## src/rtl/irqc_pkg.sv

```systemverilog
package irqc_pkg;

  // register offsets
  localparam logic [7:0] OFS_ENABLE  = 8'h00;
  localparam logic [7:0] OFS_MODE0   = 8'h04;
  localparam logic [7:0] OFS_LVL0    = 8'h10;
  localparam logic [7:0] OFS_THRESH  = 8'h40;
  localparam logic [7:0] OFS_ECLR    = 8'h60;
  localparam logic [7:0] OFS_RAWPEND = 8'h80;
  localparam logic [7:0] OFS_STATUS  = 8'hA0;

  localparam int ECLR_GO_BIT   = 8;
  localparam int STAT_IDLE_BIT = 16;
  localparam int STAT_LVL_LSB  = 8;
  localparam int STAT_VEC_LSB  = 0;
  localparam int STAT_VEC_W    = 5;

  typedef enum logic [1:0] {
    TRIG_LOW  = 2'd0,
    TRIG_HIGH = 2'd1,
    TRIG_FALL = 2'd2,
    TRIG_RISE = 2'd3
  } trig_e;

  function automatic logic is_edge(input logic [1:0] code);
    return code[1];
  endfunction

  // line level that counts as a request for level codes
  function automatic logic level_on(input logic [1:0] code, input logic s);
    return (code == TRIG_LOW) ? ~s : s;
  endfunction

  // transition that counts as an event for edge codes
  function automatic logic edge_seen(input logic [1:0] code, input logic cur,
                                     input logic prev);
    return (code == TRIG_RISE) ? (cur & ~prev) : (~cur & prev);
  endfunction

  function automatic int mode_word(input int n);
    return n / 8;
  endfunction

  function automatic int mode_lsb(input int n);
    return (n % 8) * 2;
  endfunction

  function automatic int lvl_word(input int n);
    return (n % 16) / 2;
  endfunction

  function automatic int lvl_lsb(input int n);
    return (n / 16) * 16 + (n % 2) * 8;
  endfunction

  function automatic logic [7:0] mode_addr(input int n);
    return OFS_MODE0 + 8'(4 * mode_word(n));
  endfunction

  function automatic logic [7:0] lvl_addr(input int n);
    return OFS_LVL0 + 8'(4 * lvl_word(n));
  endfunction

endpackage

```

## src/rtl/irqc_regs.sv

```systemverilog
module irqc_regs
  import irqc_pkg::*;
#(
  parameter int NSRC = 16,
  parameter int LVLW = 3,
  parameter int IDW  = 4
) (
  input  logic                       clk,
  input  logic                       rst,
  input  logic [7:0]                 addr,
  input  logic                       wr_en,
  input  logic [31:0]                wdata,
  input  logic [NSRC-1:0]            raw_pend,
  input  logic [31:0]                status_word,
  output logic                       ctl_en,
  output logic [LVLW-1:0]            thr_q,
  output logic [NSRC-1:0][1:0]       mode_q,
  output logic [NSRC-1:0][LVLW-1:0]  lvl_eff,
  output logic                       clr_fire,
  output logic [IDW-1:0]             clr_id,
  output logic [31:0]                rdata
);

  logic [NSRC-1:0][7:0] lvl_byte;
  logic                 unused_wdata_sink;

  assign unused_wdata_sink = ^wdata;

  always_ff @(posedge clk) begin
    if (rst) begin
      ctl_en   <= 1'b0;
      thr_q    <= '0;
      mode_q   <= '0;
      lvl_byte <= '0;
    end else if (wr_en) begin
      if (addr == OFS_ENABLE) ctl_en <= wdata[0];
      if (addr == OFS_THRESH) thr_q  <= wdata[LVLW-1:0];
      for (int n = 0; n < NSRC; n++) begin
        if (addr == mode_addr(n)) mode_q[n]   <= wdata[mode_lsb(n) +: 2];
        if (addr == lvl_addr(n))  lvl_byte[n] <= wdata[lvl_lsb(n) +: 8];
      end
    end
  end

  // only the low bits of each priority byte take part in ranking
  always_comb begin
    for (int n = 0; n < NSRC; n++) lvl_eff[n] = lvl_byte[n][LVLW-1:0];
  end

  // edge clear is a command: it acts in the write cycle, nothing is stored
  assign clr_fire = wr_en && (addr == OFS_ECLR) && wdata[ECLR_GO_BIT];
  assign clr_id   = wdata[IDW-1:0];

  always_comb begin
    rdata = '0;
    if (addr == OFS_ENABLE)  rdata[0]         = ctl_en;
    if (addr == OFS_THRESH)  rdata[LVLW-1:0]  = thr_q;
    if (addr == OFS_RAWPEND) rdata[NSRC-1:0]  = raw_pend;
    if (addr == OFS_STATUS)  rdata            = status_word;
    for (int n = 0; n < NSRC; n++) begin
      if (addr == mode_addr(n)) rdata[mode_lsb(n) +: 2] = mode_q[n];
      if (addr == lvl_addr(n))  rdata[lvl_lsb(n) +: 8]  = lvl_byte[n];
    end
  end

endmodule

```

## src/rtl/irqc_detect.sv

```systemverilog
module irqc_detect
  import irqc_pkg::*;
#(
  parameter int NSRC = 16,
  parameter int IDW  = 4
) (
  input  logic                 clk,
  input  logic                 rst,
  input  logic [NSRC-1:0]      lines,
  input  logic [NSRC-1:0][1:0] mode_q,
  input  logic                 clr_fire,
  input  logic [IDW-1:0]       clr_id,
  output logic [NSRC-1:0]      raw_pend,
  output logic [NSRC-1:0]      edge_flag,
  output logic [NSRC-1:0]      edge_set
);

  for (genvar g = 0; g < NSRC; g++) begin : g_src
    logic s1, s2, s3, flag;
    logic set_now;

    // sync flops rest at 1 so the default low-active mode sees no request
    always_ff @(posedge clk) begin
      if (rst) begin
        s1   <= 1'b1;
        s2   <= 1'b1;
        s3   <= 1'b1;
        flag <= 1'b0;
      end else begin
        s1 <= lines[g];
        s2 <= s1;
        s3 <= s2;
        // a fresh event wins over a clear in the same cycle
        if (set_now) flag <= 1'b1;
        else if (clr_fire && (clr_id == IDW'(g))) flag <= 1'b0;
      end
    end

    assign set_now      = is_edge(mode_q[g]) && edge_seen(mode_q[g], s2, s3);
    assign edge_set[g]  = set_now;
    assign edge_flag[g] = flag;
    assign raw_pend[g]  = is_edge(mode_q[g]) ? flag : level_on(mode_q[g], s2);
  end

endmodule

```

## src/rtl/irqc_arbiter.sv

```systemverilog
module irqc_arbiter #(
  parameter int NSRC = 16,
  parameter int LVLW = 3,
  parameter int IDW  = 4
) (
  input  logic [NSRC-1:0]           req,
  input  logic [NSRC-1:0][LVLW-1:0] lvl,
  output logic [IDW-1:0]            win_id,
  output logic [LVLW-1:0]           win_lvl
);

  // scan from the top down with >= so equal levels settle on the lowest number
  always_comb begin
    win_id  = '0;
    win_lvl = '0;
    for (int n = NSRC - 1; n >= 0; n--) begin
      if (req[n] && (lvl[n] != '0) && (lvl[n] >= win_lvl)) begin
        win_lvl = lvl[n];
        win_id  = IDW'(n);
      end
    end
  end

endmodule

```

## src/rtl/prio_irq_ctrl.sv

```systemverilog
module prio_irq_ctrl
  import irqc_pkg::*;
#(
  parameter int NSRC = 16,
  parameter int LVLW = 3
) (
  input  logic              clk,
  input  logic              rst,
  input  logic [7:0]        bus_addr,
  input  logic              bus_we,
  input  logic [31:0]       bus_wdata,
  output logic [31:0]       bus_rdata,
  input  logic [NSRC-1:0]   irq_in,
  output logic              irq_out
);

  localparam int IDW = $clog2(NSRC);

  logic                      ctl_en;
  logic [LVLW-1:0]           thr_q;
  logic [NSRC-1:0][1:0]      mode_q;
  logic [NSRC-1:0][LVLW-1:0] lvl_eff;
  logic                      clr_fire;
  logic [IDW-1:0]            clr_id;
  logic [NSRC-1:0]           raw_pend;
  logic [NSRC-1:0]           edge_flag;
  logic [NSRC-1:0]           edge_set;
  logic [IDW-1:0]            win_id;
  logic [LVLW-1:0]           win_lvl;
  logic [31:0]               status_word;

  irqc_regs #(.NSRC(NSRC), .LVLW(LVLW), .IDW(IDW)) u_regs (
    .clk        (clk),
    .rst        (rst),
    .addr       (bus_addr),
    .wr_en      (bus_we),
    .wdata      (bus_wdata),
    .raw_pend   (raw_pend),
    .status_word(status_word),
    .ctl_en     (ctl_en),
    .thr_q      (thr_q),
    .mode_q     (mode_q),
    .lvl_eff    (lvl_eff),
    .clr_fire   (clr_fire),
    .clr_id     (clr_id),
    .rdata      (bus_rdata)
  );

  irqc_detect #(.NSRC(NSRC), .IDW(IDW)) u_detect (
    .clk      (clk),
    .rst      (rst),
    .lines    (irq_in),
    .mode_q   (mode_q),
    .clr_fire (clr_fire),
    .clr_id   (clr_id),
    .raw_pend (raw_pend),
    .edge_flag(edge_flag),
    .edge_set (edge_set)
  );

  irqc_arbiter #(.NSRC(NSRC), .LVLW(LVLW), .IDW(IDW)) u_arb (
    .req    (raw_pend),
    .lvl    (lvl_eff),
    .win_id (win_id),
    .win_lvl(win_lvl)
  );

  assign irq_out = ctl_en && (win_lvl > thr_q);

  always_comb begin
    status_word = '0;
    status_word[STAT_IDLE_BIT]               = ~irq_out;
    status_word[STAT_LVL_LSB +: LVLW]        = win_lvl;
    status_word[STAT_VEC_LSB +: STAT_VEC_W]  = STAT_VEC_W'(win_id);
  end

endmodule

```

## config.mk

```make
export PLATFORM = sky130hd
export DESIGN_NAME = prio_irq_ctrl
export DESIGN_NICKNAME = d
export VERILOG_FILES = /design/src/rtl/irqc_pkg.sv /design/src/rtl/irqc_regs.sv /design/src/rtl/irqc_detect.sv /design/src/rtl/irqc_arbiter.sv /design/src/rtl/prio_irq_ctrl.sv
export SDC_FILE = /design/constraint.sdc
export NUM_CORES = 1
export LEC_CHECK = 0
export ABC_CLOCK_PERIOD_IN_PS = 26600
export BUFFER_PORTS_ARGS = -buffer_cell sky130_fd_sc_hd__buf_2
export CORE_UTILIZATION = 55
export DETAILED_ROUTE_END_ITERATION = 12
export HOLD_SLACK_MARGIN = 0.08
export PLACE_DENSITY = 0.74
export SYNTH_ARGS = -nofsm -noshare
export SYNTH_HDL_FRONTEND = slang
export SYNTH_SLANG_ARGS = --single-unit
```

## constraint.sdc

```tcl
create_clock -name clk -period 26.6 [get_ports clk]
set_input_delay 1.33 -clock clk [delete_from_list [all_inputs] [get_ports clk]]
set_output_delay 1.33 -clock clk [all_outputs]
set_load 0.05 [all_outputs]
```

Word level (Yosys, flattened, before mapping)
Cells that the tools add are included.
{"block": "word_totals", "regBits": 228, "inputBits": 59, "output_inout_bits": 33, "word_cells": 502}
{"block": "classes", "order_cmp": 17, "eq_ne": 45, "mux": 148, "bitwise_logic": 65, "reduce_logical": 129}
{"op": "two-way mux 8 bit", "n": 16}
{"op": "two-way mux 1 bit", "n": 81}
{"op": "logical AND 1 bit", "n": 67}
{"op": "two-way mux 4 bit", "n": 16}
{"op": "two-way mux 3 bit", "n": 17}
{"op": "nonzero test 3 bit", "n": 16}
{"op": "greater-or-equal comparator 3 bit", "n": 15}
{"op": "NOT 1 bit", "n": 33}
{"op": "bitwise AND 1 bit", "n": 32}
{"op": "== test 2 bit (second input constant)", "n": 16}
{"op": "== test 4 bit (second input constant)", "n": 8}
{"op": "== test 8 x 5 -> 1 bit (second input constant)", "n": 4}
{"op": "== test 8 x 6 -> 1 bit (second input constant)", "n": 4}
{"op": "logical NOT 2 bit", "n": 16}
{"op": "two-way mux 2 bit", "n": 16}
{"op": "nonzero test 2 bit", "n": 16}
{"op": "AND reduction 2 bit", "n": 12}
{"op": "two-way mux 17 bit", "n": 1}
{"op": "== test 4 x 3 -> 1 bit (second input constant)", "n": 4}
{"op": "== test 8 x 7 -> 1 bit (second input constant)", "n": 2}
{"op": "== test 8 bit (second input constant)", "n": 2}
{"op": "two-way mux 16 bit", "n": 1}
{"op": "== test 4 x 2 -> 1 bit (second input constant)", "n": 2}
{"op": "== test 8 x 3 -> 1 bit (second input constant)", "n": 1}
{"op": "other kinds (6)", "n": 6}

Logic depth before layout (Yosys ltp)
Gate-level depths: netlist of the first run.
{"block": "logic_depth", "ltp_word": 69, "depth_mapped": 115, "depth_no_buf": 114}

Hierarchy
A second synthesis of the first run with hierarchy kept.
{"block": "hier_totals", "hier_cells": 1794, "area_unflattened_um2": 13509.2}
{"module": "irqc_regs", "instances": 1, "cells_per_inst": 1130, "area_per_inst_um2": 8308.0, "seq_area_each_um2": 3283.1}
{"module": "irqc_detect", "instances": 1, "cells_per_inst": 306, "area_per_inst_um2": 2808.9, "seq_area_each_um2": 1281.2}
{"module": "irqc_arbiter", "instances": 1, "cells_per_inst": 346, "area_per_inst_um2": 2301.0, "seq_area_each_um2": 0.0}
{"module": "prio_irq_ctrl", "instances": 1, "cells_per_inst": 12, "area_per_inst_um2": 91.3, "seq_area_each_um2": 0.0}

Least setup slack after synthesis of the first run
No wires, ideal clock.
{"block": "synth_timing", "path_type": "reg2out", "from": "register u_regs.mode_q[30] (netlist bit)", "to": "output port bus_rdata[16]", "t_arrival_ns": 23.224, "t_required_ns": 25.270, "setup_slack_ns": 2.046, "path_stages_with_launch": 111, "n_path_buf": 1, "path_cell_list": "dfxtp_1 > xnor2_1 > o21a_1 > and2_1 > ha_1 > nor3b_1 > o21ba_2 > nor2_1 > mux2_2 > ha_1 > nand2b_1 > nand2_1 > o2111ai_1 > a31oi_4 > nor2_1 > mux2_2 > ha_1 > and3_1 > (+75 left out) > nand2b_1 > a21o_1 > o31ai_1 > a211o_1 > nor2b_1 > a221o_1 > ha_1 > nand2b_1 > a2111o_1 > and3_1 > clkbuf_1 > a211oi_1 > a21o_1 > ha_1 > nand3_1 > nand2_1 > a21oi_1 > nor2_1"}
{"block": "synth_via", "elab_chain_cells": 55}
{"element": "start, declared", "line": "irqc_regs.sv:17", "text": "output logic [NSRC-1:0][1:0] mode_q,"}
{"element": "start signal, assigned by index", "line": "irqc_regs.sv:39", "text": "if (addr == mode_addr(n)) mode_q[n] <= wdata[mode_lsb(n) +: 2];"}
{"element": "logical NOT 2 bit *", "line": "irqc_pkg.sv:31", "text": "return (code == TRIG_LOW) ? ~s : s;"}
{"element": "two-way mux 1 bit *", "line": "irqc_pkg.sv:31"}
{"element": "two-way mux 1 bit *", "line": "irqc_detect.sv:42", "text": "assign raw_pend[g] = is_edge(mode_q[g]) ? flag : level_on(mode_q[g], s2);"}
{"element": "logical AND 1 bit * (2 in a row)", "line": "irqc_arbiter.sv:17", "text": "if (req[n] && (lvl[n] != '0) && (lvl[n] >= win_lvl)) begin"}
{"element": "two-way mux 3 bit *", "line": "irqc_arbiter.sv:17"}
{"element": "greater-or-equal comparator 3 bit", "line": "irqc_arbiter.sv:17"}
{"element": "logical AND 1 bit", "line": "irqc_arbiter.sv:17"}
{"element": "two-way mux 3 bit *", "line": "irqc_arbiter.sv:17"}
{"element": "(+39 left out)"}
{"element": "greater-or-equal comparator 3 bit", "line": "irqc_arbiter.sv:17"}
{"element": "logical AND 1 bit", "line": "irqc_arbiter.sv:17"}
{"element": "two-way mux 3 bit *", "line": "irqc_arbiter.sv:17"}
{"element": "greater-than comparator 3 bit *", "line": "prio_irq_ctrl.sv:68", "text": "assign irq_out = ctl_en && (win_lvl > thr_q);"}
{"element": "logical AND 1 bit *", "line": "prio_irq_ctrl.sv:68"}
{"element": "via irq_out", "line": "prio_irq_ctrl.sv:14", "text": "output logic irq_out"}
{"element": "NOT 1 bit *", "line": "prio_irq_ctrl.sv:72", "text": "status_word[STAT_IDLE_BIT] = ~irq_out;"}
{"element": "two-way mux 17 bit *", "line": "irqc_regs.sv:59", "text": "if (addr == OFS_STATUS) rdata = status_word;"}
{"element": "end, declared", "line": "prio_irq_ctrl.sv:12", "text": "output logic [31:0] bus_rdata,"}
Mark *: on every way through the listed nets, which the timed path passes. The rest lies on a longest branch.

Final worst setup path of the first run
{"block": "layout_timing", "from": "register u_regs.mode_q[30] (netlist bit)", "to": "output port bus_rdata[16]"}
{"block": "layout_via", "elab_chain_cells": 55}
{"element": "logical NOT 2 bit *", "line": "irqc_pkg.sv:31"}
{"element": "two-way mux 1 bit *", "line": "irqc_pkg.sv:31"}
{"element": "two-way mux 1 bit *", "line": "irqc_detect.sv:42"}
{"element": "logical AND 1 bit * (2 in a row)", "line": "irqc_arbiter.sv:17"}
{"element": "two-way mux 3 bit *", "line": "irqc_arbiter.sv:17"}
{"element": "greater-or-equal comparator 3 bit", "line": "irqc_arbiter.sv:17"}
{"element": "logical AND 1 bit", "line": "irqc_arbiter.sv:17"}
{"element": "two-way mux 3 bit *", "line": "irqc_arbiter.sv:17"}
{"element": "(+38 left out)"}
{"element": "two-way mux 3 bit *", "line": "irqc_arbiter.sv:17"}
{"element": "greater-or-equal comparator 3 bit", "line": "irqc_arbiter.sv:17"}
{"element": "logical AND 1 bit", "line": "irqc_arbiter.sv:17"}
{"element": "two-way mux 3 bit *", "line": "irqc_arbiter.sv:17"}
{"element": "greater-than comparator 3 bit *", "line": "prio_irq_ctrl.sv:68"}
{"element": "logical AND 1 bit *", "line": "prio_irq_ctrl.sv:68"}
{"element": "NOT 1 bit *", "line": "prio_irq_ctrl.sv:72"}
{"element": "two-way mux 17 bit *", "line": "irqc_regs.sv:59"}
Every way passes the cells marked *; elsewhere a longest branch is shown, timed or not.

==> reports/results.ini, run 1 <==
[placed_design]
hpwlAfterDp_um=27500
port_buffers=60
gp_congestion=0.991

[logic_synthesis]
async_reset_ff_frac=0
ys_ff_latch=228
synthAdderAreaFrac=0.0302
synth_cells=1656
synth_compound_area_frac=0.265
synth.area.mux_share=0.0121
synth-edff-count=0
yosysWarnings=0
avgSynthCellArea_um2=7.43
synthXorXnorAreaFrac=0.0114
synth_area_mm2=0.0123
synth-simple-area-share=0.257
yosysSeqAreaShare=0.371
synth_top_family_by_area=compound AO/OA/AOI/OAI gates
yosysUniqueCellTypes=90
synth_flop_cell=dfxtp_1

[final_layout]
num-fill-cells=1998
fin_util=0.622
layout_common_cells=nand2_1 (465), dfxtp_1 (225), a21oi_1 (204), nor2_1 (76), o21ai_0 (71)
num_antenna_cells=0
final_common_cell=nand2_1
syn_to_final_growth_pct=10.6
nets=1755
drive_gt1_frac=0.141

[clock_network]
cts_tree=yes
insertion_delay_ns=0.51
cts_made_buffers=23
clockBufferDepth=3
cts_max_level=1
clock-sinks=228
clkTransAtPathRegs_ns=0.06
cts-root-buf=clkbuf_16

[die]
die-area_mm2=0.0230
coreArea_mm2=0.0219
start_util=0.562
io_pins=92
dieWidth_um=152
rows=54
die_y_um=152

[power_and_ir_drop]
internal-power_w=0.000541
leakagePower_nw=4.95
vdd_drop_max_mv=0.0518
power_frac_clock=0.455
power_switching_w=0.000160
powerDensity_mw_per_mm2=51.5
pwr-share-comb=0.050
p_seq_frac=0.495
sw_frac_of_total=0.228

[detailed_routing]
wirelength_um=39900
vias_per_cell=6.25
drt_iter0_drc=1505
first_pass_iters=6
post_drt_wl_per_cell_um=20.3
num_vias=12274
drc_errors=0
ant_nets=0

[sta]
drv_slew=0
tightest_slew_ns=1.23
skew_ns=0.00576
fin_crit_sh=0.956
fmax_mhz=39.3
setup_tns_ns=0
hold_viol_final=0
setup_viol=0
timing.hold.ws_ns=0.403
slew_headroom=0.168
period_minus_slack_ns=25.43

[worst_setup_path]
r2r_cells=4
crit_path_end_kind=output pin
crit_slowest_cell=or4b_4
path_common_cell=ha_1
r2r-end=u_detect.g_src[9].flag
path_buf_inv=4
path_max_fanout=6
arrival_ns=24.10
worstSetupPathType=register to output pin
regToRegSetupSlack_ns=25.60
regToRegStartpoint=u_detect.g_src[9].s2
crit_path_start_kind=register
critPathMaxStageDelay_ns=0.51
cp_data_required_time_ns=25.27
crit_family=compound AO/OA/AOI/OAI gates

[global_route]
grt_antenna_before_repair=0
grt_max_degree=123
grt_usage=0.346
grt_first_pass_wirelength_um=61100
grt-ovfl-total=0
grt_pass1_vias=10994

[min_path]
hold-path-endpoint=u_detect.g_src[3].s2
hp-class=register to register
hp-start=u_detect.g_src[3].s1
hold_depth=1

[run]
drv_cap=0

[outcome]
outcome=completed

power by group through the flow:
stage | Clock, W | Sequential (W) | Combinational (W)
2_1_floorplan | 0 | 0.000354 | 0.0000245
3_3_place_gp | 0 | 0.000354 | 0.0000338
3_5_place_dp | 0 | 0.000354 | 0.0000340
4_1_cts | 0.000321 | 0.000347 | 0.0000341
5_1_grt | 0.000332 | 0.000347 | 0.0000373
6_report | 0.000319 | 0.000347 | 0.0000352
stage by stage:
step / setup slack [ns] / std cells / instance area, um^2 / total power (W)
floorplan: 2.05 / 1670 / 12400 / 0.000378
global placement: 0.672 / 1910 / 12600 / 0.000388
detailed placement: 0.337 / 1910 / 12600 / 0.000388
CTS: 0.150 / 1948 / 13400 / 0.000702
global route: -0.151 / 1964 / 13600 / 0.000716
finish: 1.17 / 1964 / 13600 / 0.000701
how the worst max path moves through the flow:
stage	slack, ns	start	to	cells past startpoint
final	1.17	u_regs.mode_q[30]	bus_rdata[16]	111
after global routing	-0.15	u_regs.mode_q[30]	bus_rdata[16]	111
after CTS	0.15	u_regs.mode_q[30]	bus_rdata[16]	109
after detailed placement	0.34	u_regs.mode_q[30]	bus_rdata[16]	109
after global placement	0.67	u_regs.mode_q[30]	bus_rdata[16]	109
after floorplan	2.05	u_regs.mode_q[30]	bus_rdata[16]	110
registers in the layout (all words and copies together), names as in the netlist:
signal and cells:
u_regs.lvl_byte 80, u_regs.lvl_eff 48, u_regs.mode_q 32, u_detect.g_src.flag 16, u_detect.g_src.s1 16, u_detect.g_src.s2 16, u_detect.g_src.s3 16, u_regs.thr_q 3
u_regs.ctl_en 1
layout make-up:
class                   instances  area [um^2]  area share
flip-flops and latches        228         4570       0.335
repair buffers                 92          547      0.0402
clock buffers                  32          649      0.0477
well taps                     280          350      0.0257
multi-input cells            1286         7270       0.534
clock inverters                 5         77.6     0.00570
inverters                      41          154      0.0113
what timing repair did:
item / CTS / global route
pin swaps: 2 / 12
buffers inserted: 1 / 16
resized for setup: 2 / 27
hold buffers: 0 / 0
setup endpoints to repair: 2 / 9
metal layers:
| metal | vias up | part of all wire | global-route usage |
|---|---|---|---|
| met5 | - | 0 | 0 |
| met4 | 0 | 0.043 | 0.151 |
| met3 | 98 | 0.091 | 0.0404 |
| met2 | 628 | 0.45 | 0.558 |
| met1 | 5727 | 0.41 | 0.467 |
| li1 | 5821 | - | - |
cell usage after synthesis, types with 16 or more instances:
library cell  number  share of area
nand2_1          465           0.14
dfxtp_1          228           0.37
a21oi_1          206          0.084
clkbuf_1          92          0.028
nor2_1            80          0.024
o21ai_0           71          0.029
or2_2             55          0.028
inv_1             41          0.013
a222oi_1          33          0.027
ha_1              24          0.024
nand2b_1          24          0.012
nand3_1           22         0.0089
nor3_1            22         0.0089
buf_4             16         0.0098
cells by family after synthesis:
logic type | after synthesis
adders and majority gates | 31
and+or+nand+nor | 729
AOI/OAI and AO/OA | 481
xor gates and xnor gates | 16
DFF | 228
buffers and inverters | 156
muxes | 14
other | 1
(Power assumes the default switching activity.)
==> run 2, diff against run 1 <==
--- a/config.mk
+++ b/config.mk
@@ -10,7 +10,7 @@
 export CORE_UTILIZATION = 55
 export DETAILED_ROUTE_END_ITERATION = 12
 export HOLD_SLACK_MARGIN = 0.08
-export PLACE_DENSITY = 0.74
+export PLACE_DENSITY_LB_ADDON = 0.12
 export SYNTH_ARGS = -nofsm -noshare
 export SYNTH_HDL_FRONTEND = slang
 export SYNTH_SLANG_ARGS = --single-unit
==> run 2 against run 1 <==
  * Clock-buffer cell count grew 3
  * Sequential cell count is the same
  * Wire length grew 2.3%
  * Combinational power is essentially flat
  * Critical endpoint unchanged
  * First-iteration DRC count shrank 11%
  * Global-route usage grew 0.42 points
  * Power grew 2.3%
  * Cell area grew 0.62%
  * Worst hold slack gained 0.0017 ns
==> reports/results.ini, run 2 (synthesis gave the netlist of run 1 again) <==
[global_route]
grt_pass1_vias=11029  ; +0.32%
grt_first_pass_wirelength_um=61400  ; +0.50%
grt_usage=0.351  ; +0.00421
grt-ovfl-total=0  ; unchanged
grt_max_degree=143  ; +16%
grt_antenna_before_repair=0  ; unchanged

[min_path]
hold_depth=1  ; unchanged
hp-start=u_detect.g_src[0].s1
hold-path-endpoint=u_detect.g_src[0].s2
hp-class=register to register

[sta]
setup_viol=0  ; unchanged
tightest_slew_ns=1.29  ; +0.0561 ns
slew_headroom=0.136  ; -0.0319
fmax_mhz=39.5  ; +0.41%
skew_ns=0.00475  ; -0.00101 ns
drv_slew=0  ; unchanged
fin_crit_sh=0.952  ; -0.00389
hold_viol_final=0  ; unchanged
period_minus_slack_ns=25.32  ; -0.104 ns

[worst_setup_path]
r2r_cells=5  ; +1
regToRegSetupSlack_ns=25.58  ; -0.02 ns
critPathMaxStageDelay_ns=0.50  ; about the same
crit_path_end_kind=output pin
crit_path_start_kind=register
cp_data_required_time_ns=25.27  ; about the same
path_max_fanout=6  ; unchanged
worstSetupPathType=register to output pin
arrival_ns=23.99  ; -0.11 ns
regToRegStartpoint=u_regs.mode_q[2]
crit_slowest_cell=or4b_4
path_common_cell=ha_1
r2r-end=u_detect.g_src[1].flag

[clock_network]
clockBufferDepth=3  ; unchanged
clkTransAtPathRegs_ns=0.06  ; about the same
postCtsHoldBufs=0  ; unchanged
clock-sinks=228  ; unchanged
cts_max_level=1  ; unchanged
cts_made_buffers=24  ; +4.3%
cts-root-buf=clkbuf_16
cts_tree=yes
insertion_delay_ns=0.52  ; about the same

[detailed_routing]
wirelength_um=40800  ; +2.3%
drt_iter0_drc=1334  ; -11%
first_pass_iters=6  ; unchanged
drc_errors=0  ; unchanged
ant_nets=0  ; unchanged
vias_per_cell=6.21  ; -0.63%
post_drt_wl_per_cell_um=20.8  ; +2.2%
num_vias=12215  ; -0.48%

[placed_design]
gp_congestion=0.949  ; -4.2%
port_buffers=60  ; unchanged
place_inst=1908  ; -0.10%
hpwlAfterDp_um=27900  ; +1.6%

[final_layout]
fin_util=0.626  ; +0.00389
instances_no_fill=1967  ; +0.15%
largest_reg_flops=80  ; unchanged
final_common_cell=nand2_1
num_antenna_cells=0  ; unchanged
nets=1755  ; unchanged
drive_gt1_frac=0.143  ; +0.00271
layout_common_cells=nand2_1 (465), dfxtp_1 (225), a21oi_1 (204), nor2_1 (75), o21ai_0 (71)
syn_to_final_growth_pct=11.3
regMostFlops=u_regs.lvl_byte

[die]
die-area_mm2=0.0230  ; unchanged
start_util=0.562  ; unchanged
io_pins=92  ; unchanged
dieWidth_um=152  ; unchanged
die_y_um=152  ; unchanged
rows=54  ; unchanged
coreArea_mm2=0.0219  ; unchanged

[outcome]
outcome=completed

[power_and_ir_drop]
leakagePower_nw=4.97  ; +0.37%
power_frac_clock=0.467  ; +0.012
p_seq_frac=0.483  ; -0.012
sw_frac_of_total=0.230  ; +0.00228
internal-power_w=0.000552  ; +2.0%
pwr-share-comb=0.049  ; about the same
power_switching_w=0.000165  ; +3.3%
powerDensity_mw_per_mm2=52.3  ; +1.7%
vdd_drop_max_mv=0.0537  ; +3.7%

[run]
drv_cap=0  ; unchanged

[run 2: cell count changes in the layout (fill, tap and decap cells not counted), sizes merged]
cell    change
a31oi       +1
buf         -2
clkbuf      +3
clkinv      +1
[run 2: repair_timing]
item	4_1_cts	5_1_grt
pin swaps	2	14
setup buffers	1	16
endpoints found under the setup margin	2	9
cloned	0	1
resized for setup	2	34
endpoints found under the hold margin	0	0
[run 2: critical path: cells and delay by family, from the launching register on]
kind | cells | cell delay, ns
AOI/OAI and AO/OA | 43 | 8.82
adders and majority gates | 22 | 6.38
and+or+nand+nor | 36 | 6.02
muxes | 4 | 1.27
buffers and inverters | 4 | 0.43
DFF | 1 | 0.35
xor gates and xnor gates | 1 | 0.17
[run 2: how the worst max path moves through the flow]
stage                            startpoint            end  slack [ns]  depth (start not counted)
after floorplan           u_regs.mode_q[30]  bus_rdata[16]        2.05                        110
after global placement    u_regs.mode_q[30]  bus_rdata[16]        0.67                        109
after detailed placement  u_regs.mode_q[30]  bus_rdata[16]        0.37                        109
after CTS                 u_regs.mode_q[30]  bus_rdata[16]        0.17                        109
after global routing      u_regs.mode_q[30]  bus_rdata[16]       -0.17                        111
final                     u_regs.mode_q[30]  bus_rdata[16]        1.28                        110
[run 2: area by class of cell]
class / count / area, um^2
fill: 1971 / 8190
multi-input combinational: 1287 / 7320
sequential: 228 / 4570
clock buffer: 35 / 693
timing repair buffer: 90 / 534
tap: 280 / 350
inverter: 41 / 154
clock inverter: 6 / 82.6
[run 2: power groups by stage]
stage / Clock, W / Sequential [W] / Combinational (W)
finish: 0.000335 / 0.000347 / 0.0000353
global route: 0.000350 / 0.000347 / 0.0000375
CTS: 0.000336 / 0.000347 / 0.0000342
detailed placement: 0 / 0.000354 / 0.0000342
global placement: 0 / 0.000354 / 0.0000339
floorplan: 0 / 0.000354 / 0.0000245
[run 2: metal layers]
metal,GRT usage,vias up,share of wire
li1,-,5832,-
met5,0,-,0
met4,0.164,0,0.044
met2,0.573,599,0.46
met1,0.464,5680,0.42
met3,0.0371,104,0.083
[run 2: metrics by stage]
step	TNS (ns)	hold slack, ns	setup WS (ns)	total power [W]	instance area [um^2]
final	0	0.405	1.28	0.000717	13700
after floorplan	0	0.389	2.05	0.000378	12400
after global placement	0	0.391	0.669	0.000388	12600
after detailed placement	0	0.392	0.369	0.000388	12600
after global routing	-0.248	0.417	-0.170	0.000734	13700
after CTS	0	0.407	0.165	0.000717	13400
